--- src/rtl/rsv_pkg.sv ---
package rsv_pkg;
  typedef enum logic [1:0] {
    KIND_LOAD  = 2'd0,
    KIND_STORE = 2'd1,
    KIND_LL    = 2'd2,
    KIND_SC    = 2'd3
  } req_kind_e;
endpackage

--- src/rtl/rsv_match.sv ---
module rsv_match #(
  parameter int LINE_W      = 26,
  parameter int ID_W        = 4,
  parameter bit CHECK_OWNER = 1'b1
) (
  input  logic              rsv_valid_i,
  input  logic [LINE_W-1:0] rsv_line_i,
  input  logic [ID_W-1:0]   rsv_owner_i,
  input  logic [LINE_W-1:0] cmp_line_i,
  input  logic [ID_W-1:0]   cmp_owner_i,
  output logic              hit_o
);
  logic line_eq, owner_eq;

  assign line_eq  = (rsv_line_i == cmp_line_i);
  assign owner_eq = (rsv_owner_i == cmp_owner_i);

  generate
    if (CHECK_OWNER) begin : g_full
      assign hit_o = rsv_valid_i && line_eq && owner_eq;
    end else begin : g_line
      assign hit_o = rsv_valid_i && line_eq && (owner_eq || 1'b1);
    end
  endgenerate
endmodule

--- src/rtl/rsv_gate.sv ---
module rsv_gate #(
  parameter int RES_W = 8
) (
  input  logic             req_valid_i,
  input  logic [1:0]       req_kind_i,
  input  logic             sc_hit_i,
  output logic             issue_o,
  output logic [RES_W-1:0] result_o,
  output logic             sc_pass_o
);
  import rsv_pkg::*;

  localparam logic [RES_W-1:0] FailCode = ~(RES_W'(1));  // -2

  logic is_sc;

  always_comb begin
    is_sc     = req_valid_i && (req_kind_i == KIND_SC);
    sc_pass_o = is_sc && sc_hit_i;
    issue_o   = req_valid_i && (!is_sc || sc_hit_i);
    result_o  = (is_sc && !sc_hit_i) ? FailCode : '0;
  end
endmodule

--- src/rtl/rsv_state.sv ---
module rsv_state #(
  parameter int LINE_W = 26,
  parameter int ID_W   = 4
) (
  input  logic              clk_i,
  input  logic              rst_ni,
  input  logic              set_i,
  input  logic [LINE_W-1:0] set_line_i,
  input  logic [ID_W-1:0]   set_owner_i,
  input  logic              clr_i,
  output logic              valid_o,
  output logic [LINE_W-1:0] line_o,
  output logic [ID_W-1:0]   owner_o
);
  // set has priority: the newest completion survives any same-cycle clear
  always_ff @(posedge clk_i or negedge rst_ni) begin
    if (!rst_ni) begin
      valid_o <= 1'b0;
      line_o  <= '0;
      owner_o <= '0;
    end else if (set_i) begin
      valid_o <= 1'b1;
      line_o  <= set_line_i;
      owner_o <= set_owner_i;
    end else if (clr_i) begin
      valid_o <= 1'b0;
    end
  end
endmodule

--- src/rtl/llsc_monitor.sv ---
module llsc_monitor #(
  parameter int LINE_W = 26,
  parameter int ID_W   = 4,
  parameter int RES_W  = 8
) (
  input  logic              clk_i,
  input  logic              rst_ni,
  input  logic              fill_valid_i,
  input  logic [LINE_W-1:0] fill_line_i,
  input  logic [ID_W-1:0]   fill_owner_i,
  input  logic              req_valid_i,
  input  logic [1:0]        req_kind_i,
  input  logic [LINE_W-1:0] req_line_i,
  input  logic [ID_W-1:0]   req_owner_i,
  input  logic              snoop_valid_i,
  input  logic [LINE_W-1:0] snoop_line_i,
  output logic              issue_o,
  output logic [RES_W-1:0]  result_o
);
  logic              rsv_valid;
  logic [LINE_W-1:0] rsv_line;
  logic [ID_W-1:0]   rsv_owner;
  logic              sc_hit, snoop_hit, sc_pass;

  rsv_match #(.LINE_W(LINE_W), .ID_W(ID_W), .CHECK_OWNER(1'b1)) u_sc_match (
    .rsv_valid_i(rsv_valid), .rsv_line_i(rsv_line), .rsv_owner_i(rsv_owner),
    .cmp_line_i(req_line_i), .cmp_owner_i(req_owner_i), .hit_o(sc_hit)
  );

  rsv_match #(.LINE_W(LINE_W), .ID_W(ID_W), .CHECK_OWNER(1'b0)) u_snoop_match (
    .rsv_valid_i(rsv_valid && snoop_valid_i), .rsv_line_i(rsv_line), .rsv_owner_i(rsv_owner),
    .cmp_line_i(snoop_line_i), .cmp_owner_i(rsv_owner), .hit_o(snoop_hit)
  );

  rsv_gate #(.RES_W(RES_W)) u_gate (
    .req_valid_i(req_valid_i), .req_kind_i(req_kind_i), .sc_hit_i(sc_hit),
    .issue_o(issue_o), .result_o(result_o), .sc_pass_o(sc_pass)
  );

  rsv_state #(.LINE_W(LINE_W), .ID_W(ID_W)) u_state (
    .clk_i(clk_i), .rst_ni(rst_ni),
    .set_i(fill_valid_i), .set_line_i(fill_line_i), .set_owner_i(fill_owner_i),
    .clr_i(sc_pass || snoop_hit),
    .valid_o(rsv_valid), .line_o(rsv_line), .owner_o(rsv_owner)
  );
endmodule

--- config.mk ---
export PLATFORM = sky130hd
export DESIGN_NAME = llsc_monitor
export DESIGN_NICKNAME = d
export VERILOG_FILES = /design/src/rtl/rsv_pkg.sv /design/src/rtl/rsv_match.sv /design/src/rtl/rsv_gate.sv /design/src/rtl/rsv_state.sv /design/src/rtl/llsc_monitor.sv
export SDC_FILE = /design/constraint.sdc
export NUM_CORES = 1
export LEC_CHECK = 0
export BUFFER_PORTS_ARGS = -buffer_cell sky130_fd_sc_hd__buf_2
export CORE_MARGIN = 2
export CORE_UTILIZATION = 40
export CTS_CLUSTER_DIAMETER = 30
export CTS_CLUSTER_SIZE = 10
export DETAILED_ROUTE_END_ITERATION = 7
export PLACE_DENSITY = 0.73
export SETUP_SLACK_MARGIN = 0.2
export SLEW_MARGIN = 15
export SYNTH_ARGS = -nofsm -noshare
export SYNTH_HDL_FRONTEND = slang
export SYNTH_SLANG_ARGS = --single-unit
--- constraint.sdc ---
create_clock -name clk_i -period 2.3 [get_ports clk_i]
set_clock_uncertainty 0.05 [all_clocks]
set_input_delay 0.46 -clock clk_i [delete_from_list [all_inputs] [get_ports clk_i]]
set_output_delay 0.46 -clock clk_i [all_outputs]
set_load 0.01 [all_outputs]
==> summary.txt, run 1 <==
Synth top area cells: dfrtp_1 42%, xnor2_1 20%, mux2_2 12%
Failing checks: negative setup slack
Fin util: 0.578
DR DRC count: 0
Fmax: 0.419 GHz
Register bit total from synthesis: 31
Worst-path fanout max: 3
Most frequent cells after synthesis: 41 x xnor2_1, 31 x dfrtp_1, 19 x mux2_2, 15 x xor2_1
Routed WL: 4350 um
YS warnings: 0
Die area: 5150 um2
Met3 WL: 376 um
Reg2Reg Depth: 6
Setup ws final: -0.0882 ns
Slowest-stage cell, CP: dfrtp_1
Setup-failing EPs final: 8
Final worst path period need: 2.39 ns
CP Cell Sequence: xor2_1 > nor4_1 > nand4_1 > nor2_4 > o21a_1 > buf_2
Worst hold path class: in2async
Syn_area_per_cell: 11.9 um2
Ports: 102
Fraction of registers with async set/reset: 1.00
Area leader, netlist: dfrtp_1
Antenna viol nets, final: 0
DRT Pass-1 Iters: 2
Global placement routability congestion: 0.840
Most common cell in the netlist: xnor2_1
Largest net degree at the start of global routing: 32
CP delay by family, top: simple AND/OR/NAND/NOR gates
Max layer used: met4
Site Rows: 24
Critical path endpoint: issue_o
Worst setup path start: u_state.line_o[2]$_DFFE_PN0P_
Post-route insts no fill: 313
# fillers: 398
Ant. Diodes: 0
Vias per cell: 4.81
Ys flop type: dfrtp_1
FF-to-FF Start: u_state.line_o[9]$_DFFE_PN0P_
Starting DRT DRC Count: 33
DP Area: 2360 um2
Routed WL per cell: 13.9 um
TritonCTS clock tree: done
Worst EP required: 1.79 ns
Post-placement cell count: 297
Via count: 1505
Mapped Cells: 154
Synth unique cells: 18
GRT Util Overall: 0.183
RSZ-0062 raised after global routing: true
Longest Clk Path Bufs: 2
Die span in y: 71.8 um
DP Wirelength: 3470 um
# clock sinks: 31
Layout area overhead: 37.9%
Total gr overflow: 0
Starting Density: 0.419
Max Cap Violations: 0
Post-route cell area: 2530 um2
Crit-path max cell delay: 0.41 ns
Clock-pin slew on the worst setup and hold paths: 0.06 ns
Element type at the critical path start: flop
Setup tns final: -0.576 ns
Worst Hold Slack: 0.172 ns
Classification of the worst setup path: reg2out
Power per cell area: 558 nW/um2
Worst Tran Pin Value: 0.698 ns
Crit share post-route: 1.04
Initial antenna violation count: 0
Post-synth top area share: 0.422
FF-to-FF End: u_state.valid_o$_DFFE_PN0P_
PortBufs: 100
Clk Latency, worst-skew pair: 0.28 ns
R2R setup slack: 0.40 ns
CTS buffer count: 5
Fin. Hold Viols: 0
Maximum vdd drop: 0.309 mV
Run status: finished with violations
Leak: 1.17 nW
H-tree lvl count: 2
Global-route wire length before repair: 7080 um
Slew Limit Fails: 0
DP Worst Slack: -0.0685 ns
Syn nets: 247
Core Area: 4380 um2
Final Power: 1.41 mW
Met2 routed WL: 2100 um
Vias in the first global route: 1561
Nets: 353
Synthesized area: 1840 um2
Max-slew headroom: 0.535
Critical Path Sink Type: primary output
Data arrival, critical path: 1.88 ns
Number of cells on the critical path: 6
Hold Buf Count CTS: 0
Die width: 71.8 um
Post-route met1 wirelength: 1770 um
CTS Root Cell: clkbuf_8
CP Buf/Inv Count: 1
Register area share after synthesis: 0.422
Layout cell share with drive strength beyond 1: 0.540
Number of flops mapped to enable cells by yosys: 0
where the power goes:
part	total (mW)	switching (mW)	leakage, nW	internal [mW]
sequential	0.653	0.0539	0.360	0.599
clock	0.412	0.200	0.0422	0.212
combinational	0.350	0.134	0.768	0.216
total	1.41	0.388	1.17	1.03
cell type report:
class / count / area [um2] / share of cell area
Clock buffer: 7 / 76.3 / 0.0301
Clock inverter: 1 / 5.00 / 0.00198
Multi-Input combinational cell: 113 / 1030 / 0.407
Sequential cell: 31 / 776 / 0.306
Tap cell: 52 / 65.1 / 0.0257
Timing Repair Buffer: 109 / 581 / 0.229
kinds of logic (layout without fill, tap and decap cells):
family	after synthesis	count (layout)	share of synthesized area
xor+xnor	56	56	0.267
compound gates	3	3	0.0170
buf+inv	10	117	0.0347
mux	30	30	0.184
other cells	1	1	0.00204
simple gates	23	23	0.0729
flops	31	31	0.422
worst min path at each step:
stage	to	slack (ns)
CTS	u_state.line_o[11]$_DFFE_PN0P_	0.20
finish	u_state.line_o[11]$_DFFE_PN0P_	0.17
detailed placement	u_state.owner_o[1]$_DFFE_PN0P_	0.47
global placement	u_state.owner_o[1]$_DFFE_PN0P_	0.46
floorplan	u_state.line_o[0]$_DFFE_PN0P_	0.11
global route	u_state.line_o[11]$_DFFE_PN0P_	0.23
layer usage:
layer | GRT usage | up-vias
li1 | - | 737
met1 | 0.221 | 689
met2 | 0.295 | 67
met3 | 0.0633 | 12
met4 | 0.0818 | 0
met5 | 0 | -
sequential cells by signal, summed over array words and instances (netlist names):
signal / count
u_state.line_o: 26
u_state.owner_o: 4
u_state.valid_o: 1
repair_timing:
action	4_1_cts	5_1_grt
resized for setup	2	3
pin swaps	2	5
setup buffers	2	6
setup endpoints to repair	8	9
cells in the final DEF (no fill, tap or decap), drive strengths merged, types with 2 or more instances in the layout:
| master | netlist | layout |
|---|---|---|
| xor2 | 15 | 15 |
| mux2 | 30 | 30 |
| nand3 | 2 | 2 |
| nor4 | 3 | 3 |
| or4 | 2 | 2 |
| clkbuf | 0 | 7 |
| dfrtp | 31 | 31 |
| xnor2 | 41 | 41 |
| nand4 | 11 | 11 |
| nor3 | 2 | 2 |
| nor2 | 2 | 2 |
| buf | 10 | 109 |
No activity file was read; power rests on OpenSTA's default activity.
==> run 2: changes to the inputs <==
Settings changed: BUFFER_PORTS_ARGS -buffer_cell sky130_fd_sc_hd__buf_2 to unset, DONT_BUFFER_PORTS set to 1, PLACE_DENSITY 0.73 to unset.
==> summary.txt, run 2 (synthesis results as in run 1) <==
Crit-path max cell delay: 0.59 ns (+0.18 ns)
Number of cells on the critical path: 5 (-1)
RSZ-0062 raised after global routing: true
Fin. Hold Viols: 0 (unchanged)
Final worst path period need: 2.37 ns (-0.0166 ns)
# fillers: 400 (+0.50%)
CTS Root Cell: clkbuf_8
Max Cap Violations: 0 (unchanged)
Element type at the critical path start: flop
FF-to-FF Start: u_state.line_o[19]$_DFFE_PN0P_
Most frequent cells in the layout: 38 x xnor2_1, 31 x dfrtp_1, 19 x mux2_2
Via count: 1157 (-23%)
Ant. Diodes: 0 (unchanged)
Vias in the first global route: 1370 (-12%)
Antenna viol nets, final: 0 (unchanged)
Switching Power: 0.338 mW (-13%)
CTS buffer count: 5 (unchanged)
CP delay by family, top: simple AND/OR/NAND/NOR gates
Clock Power Share: 0.316 (+0.025)
Die width: 71.8 um (unchanged)
GRT Util Overall: 0.170 (-0.0133)
CP Buf/Inv Count: 0 (-1)
DP Wirelength: 3230 um (-6.9%)
Regs by FF count: u_state.line_o (26), u_state.owner_o (4), u_state.valid_o (1)
Site Rows: 24 (unchanged)
Worst Hold Slack: 0.267 ns (+0.0954 ns)
Setup-failing EPs final: 8 (unchanged)
Critical Path Sink Type: primary output
Die span in y: 71.8 um (unchanged)
Core Area: 4380 um2 (unchanged)
Internal power: 0.998 mW (-2.8%)
DRT Pass-1 Iters: 2 (unchanged)
Number of flip-flops in the largest register: 26 (unchanged)
Power per cell area: 647 nW/um2 (+16%)
Starting DRT DRC Count: 31 (-6.1%)
Global placement routability congestion: 0.767 (-8.6%)
Worst setup path start: u_state.line_o[19]$_DFFE_PN0P_
Critical path endpoint: issue_o
Worst-path fanout max: 3 (unchanged)
Leak: 0.787 nW (-33%)
Most flop-heavy register: u_state.line_o
FF-to-FF End: u_state.valid_o$_DFFE_PN0P_
Clk Latency, worst-skew pair: 0.28 ns (about the same)
CP Cell Sequence: xnor2_1 > nand4_1 > or4_4 > nor2_4 > o21a_1
Layout cell share with drive strength beyond 1: 0.265 (-0.275)
Global-route wire length before repair: 6510 um (-8.0%)
Worst hold path class: in2reg
Largest net degree at the start of global routing: 32 (unchanged)
# clock sinks: 31 (unchanged)
Routed WL per cell: 19.0 um (+37%)
Logic gate share of total power: 0.197 (-0.050)
Longest Clk Path Bufs: 2 (unchanged)
PortBufs: 0 (-100%)
Failing checks: negative setup slack
R2R setup slack: 0.43 ns (+0.03 ns)
Commonest non-fill, non-tap cell in the layout: xnor2_1
Routed WL: 4070 um (-6.5%)
Total gr overflow: 0 (unchanged)
Layout area overhead: 12.4%
Fmax: 0.422 GHz (+0.70%)
Slowest-stage cell, CP: or4_4
Worst EP required: 1.79 ns (about the same)
Vias per cell: 5.41 (+12%)
Data arrival, critical path: 1.86 ns (-0.02 ns)
Setup ws final: -0.0715 ns (+0.0166 ns)
Die area: 5150 um2 (unchanged)
H-tree lvl count: 2 (unchanged)
Ports: 102 (unchanged)
DP Worst Slack: 0.0870 ns (+0.155 ns)
Classification of the worst setup path: reg2out
Initial antenna violation count: 0 (unchanged)
Sw frac: 0.253 (-0.0213)
Sequential power share: 0.487 (+0.026)
DR DRC count: 0 (unchanged)
Clock-pin slew on the worst setup and hold paths: 0.06 ns (about the same)
Maximum vdd drop: 0.375 mV (+21%)
Crit share post-route: 1.03 (-0.00724)
Run status: finished with violations
Reg2Reg Depth: 6 (unchanged)
Starting Density: 0.419 (unchanged)
Nets: 255 (-28%)
TritonCTS clock tree: done
Slew Limit Fails: 0 (unchanged)
## run 2: how the worst min path moves through the flow
stage | start | slack, ns | end | cells after the start
after floorplan | rst_ni | 0.11 | u_state.line_o[0]$_DFFE_PN0P_ | 0
after global placement | rst_ni | 0.12 | u_state.owner_o[0]$_DFFE_PN0P_ | 0
after detailed placement | rst_ni | 0.12 | u_state.line_o[7]$_DFFE_PN0P_ | 0
after CTS | fill_valid_i | 0.25 | u_state.valid_o$_DFFE_PN0P_ | 1
after global routing | fill_valid_i | 0.24 | u_state.valid_o$_DFFE_PN0P_ | 1
final | fill_line_i[7] | 0.27 | u_state.line_o[7]$_DFFE_PN0P_ | 1
## run 2: power by group through the flow
| stage | registers, mW | clock network [mW] | logic, mW |
|---|---|---|---|
| finish | 0.651 | 0.422 | 0.263 |
| global route | 0.659 | 0.469 | 0.290 |
| CTS | 0.653 | 0.438 | 0.246 |
| detailed placement | 0.667 | 0 | 0.213 |
| global placement | 0.663 | 0 | 0.208 |
| floorplan | 0.653 | 0 | 0.197 |
## run 2: layout make-up
cell class              instances  area, um2  area share
clock inverters                 1       5.00     0.00242
well taps                      52       65.1      0.0315
multi-input cells             113       1040       0.503
repair buffers                 11       97.6      0.0473
flip-flops and latches         31        776       0.376
clock buffers                   6       82.6      0.0400
## run 2: layer usage
layer  routed length, um  vias to the layer above  GRT usage
met5                   0                        -          0
met4                  61                        0     0.0755
met3                 333                        7     0.0661
met2                2120                       60      0.282
met1                1550                      548      0.193
li1                    -                      542          -
## run 2: timing repair
action                     in CTS  in global routing
hold endpoints to repair       31                  0
hold buffers                    2                  0
buffers inserted                4                  5
resized for setup               2                  4
setup endpoints to repair       8                  9
pin swaps                       3                  6
## run 2: through the flow
stage / cells / area (um2) / power [mW] / utilization / setup TNS, ns
5_1_grt: 214 / 2060 / 1.42 / 0.471 / -0.801
3_3_place_gp: 196 / 1840 / 0.871 / 0.420 / 0
6_report: 214 / 2060 / 1.34 / 0.471 / -0.143
3_5_place_dp: 196 / 1840 / 0.880 / 0.420 / 0
2_1_floorplan: 154 / 1840 / 0.850 / - / 0
4_1_cts: 209 / 2000 / 1.34 / 0.456 / -0.421
==> run 3: changes to the inputs <==
Settings changed: MAX_ROUTING_LAYER set to met4.
==> summary.txt, run 3 (synthesis results as in run 1) <==
Leak: 0.787 nW (unchanged)
Final worst path period need: 2.37 ns (-0.000808 ns)
Commonest non-fill, non-tap cell in the layout: xnor2_1
Maximum vdd drop: 0.374 mV (-0.15%)
Run status: finished with violations
FF-to-FF Start: u_state.line_o[19]$_DFFE_PN0P_
Largest net degree at the start of global routing: 32 (unchanged)
DP Wirelength: 3230 um (unchanged)
CTS Root Cell: clkbuf_8
Slew Limit Fails: 0 (unchanged)
CTS buffer count: 5 (unchanged)
Met2 routed WL: 2120 um (-0.33%)
Site Rows: 24 (unchanged)
Worst hold path class: in2reg
Die span in y: 71.8 um (unchanged)
Most frequent cells in the layout: 38 x xnor2_1, 31 x dfrtp_1, 19 x mux2_2
Regs by FF count: u_state.line_o (26), u_state.owner_o (4), u_state.valid_o (1)
Max Cap Violations: 0 (unchanged)
Vias per cell: 5.42 (+0.26%)
FF-to-FF End: u_state.valid_o$_DFFE_PN0P_
R2R setup slack: 0.43 ns (about the same)
Classification of the worst setup path: reg2out
Most flop-heavy register: u_state.line_o
Critical Path Sink Type: primary output
Worst EP required: 1.79 ns (about the same)
Fin. Hold Viols: 0 (unchanged)
Fin util: 0.471 (unchanged)
GRT Util Overall: 0.175 (+0.00512)
Met3 WL: 322 um (-3.3%)
Core Area: 4380 um2 (unchanged)
Worst setup path start: u_state.line_o[19]$_DFFE_PN0P_
Clock-pin slew on the worst setup and hold paths: 0.06 ns (about the same)
Antenna viol nets, final: 0 (unchanged)
Via count: 1160 (+0.26%)
Max layer used: met4
# clock sinks: 31 (unchanged)
DRT Pass-1 Iters: 3 (+1)
RSZ-0062 raised after global routing: true
Global placement routability congestion: 0.778 (+1.3%)
Routed WL per cell: 19.0 um (unchanged)
Starting Density: 0.419 (unchanged)
Critical path endpoint: issue_o
Die width: 71.8 um (unchanged)
Number of flip-flops in the largest register: 26 (unchanged)
Data arrival, critical path: 1.86 ns (about the same)
Setup ws final: -0.0707 ns (+0.000808 ns)
Initial antenna violation count: 0 (unchanged)
Longest Clk Path Bufs: 2 (unchanged)
Total gr overflow: 0 (unchanged)
Layout cell share with drive strength beyond 1: 0.265 (unchanged)
Power per cell area: 647 nW/um2 (about the same)
Failing checks: negative setup slack
Worst-path fanout max: 3 (unchanged)
Die area: 5150 um2 (unchanged)
PortBufs: 0 (unchanged)
Layout area overhead: 12.4% (unchanged)
Setup-failing EPs final: 8 (unchanged)
Routed WL: 4070 um (unchanged)
TritonCTS clock tree: done
Ports: 102 (unchanged)
Vias in the first global route: 1371 (+0.073%)
Fmax: 0.422 GHz (about the same)
Crit share post-route: 1.03 (about the same)
Clk Latency, worst-skew pair: 0.28 ns (about the same)
Starting DRT DRC Count: 30 (-3.2%)
Global-route wire length before repair: 6510 um (-0.11%)
Nets: 255 (unchanged)
Post-route met1 wirelength: 1560 um (+0.52%)
H-tree lvl count: 2 (unchanged)
Reg2Reg Depth: 6 (unchanged)
Final Power: 1.33 mW (about the same)
Ant. Diodes: 0 (unchanged)
Element type at the critical path start: flop
DR DRC count: 0 (unchanged)
run 3: cell counts in the layout (fill, tap and decap cells not counted):
Identical to the previous run, type by type.
run 3: how the worst min path moves through the flow:
stage | start | endpoint | slack, ns | cells after the start
CTS | fill_valid_i | u_state.valid_o$_DFFE_PN0P_ | 0.25 | 1
global placement | rst_ni | u_state.owner_o[0]$_DFFE_PN0P_ | 0.12 | 0
global route | fill_valid_i | u_state.valid_o$_DFFE_PN0P_ | 0.24 | 1
finish | fill_line_i[7] | u_state.line_o[7]$_DFFE_PN0P_ | 0.27 | 1
detailed placement | rst_ni | u_state.line_o[7]$_DFFE_PN0P_ | 0.12 | 0
floorplan | rst_ni | u_state.line_o[0]$_DFFE_PN0P_ | 0.11 | 0
run 3: cell type report:
cell class,instances,area [um2]
Clock inverter,1,5.00
Fill cell,400,2320
Sequential cell,31,776
Timing Repair Buffer,11,97.6
Tap cell,52,65.1
Clock buffer,6,82.6
Multi-Input combinational cell,113,1040
run 3: power breakdown:
| part | switching [mW] | internal, mW |
|---|---|---|
| sequential | 0.0521 | 0.599 |
| clock | 0.186 | 0.234 |
| combinational | 0.0981 | 0.165 |
| total | 0.337 | 0.998 |
run 3: metal layers:
metal,up-vias,GRT usage
met1,550,0.194
met2,60,0.282
met4,0,0.0755
met5,-,-
met3,8,0.0647
li1,542,-
run 3: what timing repair did:
item / 4_1_cts / 5_1_grt
hold endpoints to repair: 31 / 0
hold buffers: 2 / 0
setup buffers: 4 / 5
setup endpoints to repair: 8 / 9
pin swaps: 3 / 6
resized for setup: 2 / 4
run 3: worst max-delay path, stage by stage (launching register included):
cell	delay [ns]
dfrtp_1	0.40
xnor2_1	0.16
nand4_1	0.12
or4_4	0.59
nor2_4	0.13
o21a_1	0.18
run 3: stage by stage:
step           setup TNS (ns)  hold slack (ns)  instance area (um2)  worst slack (ns)  std cells
2_1_floorplan               0            0.114                 1840             0.205        154
3_3_place_gp                0            0.115                 1840             0.108        196
3_5_place_dp                0            0.115                 1840            0.0870        196
4_1_cts                -0.421            0.249                 2000           -0.0789        209
5_1_grt                -0.801            0.244                 2060            -0.149        214
6_report               -0.137            0.268                 2060           -0.0707        214
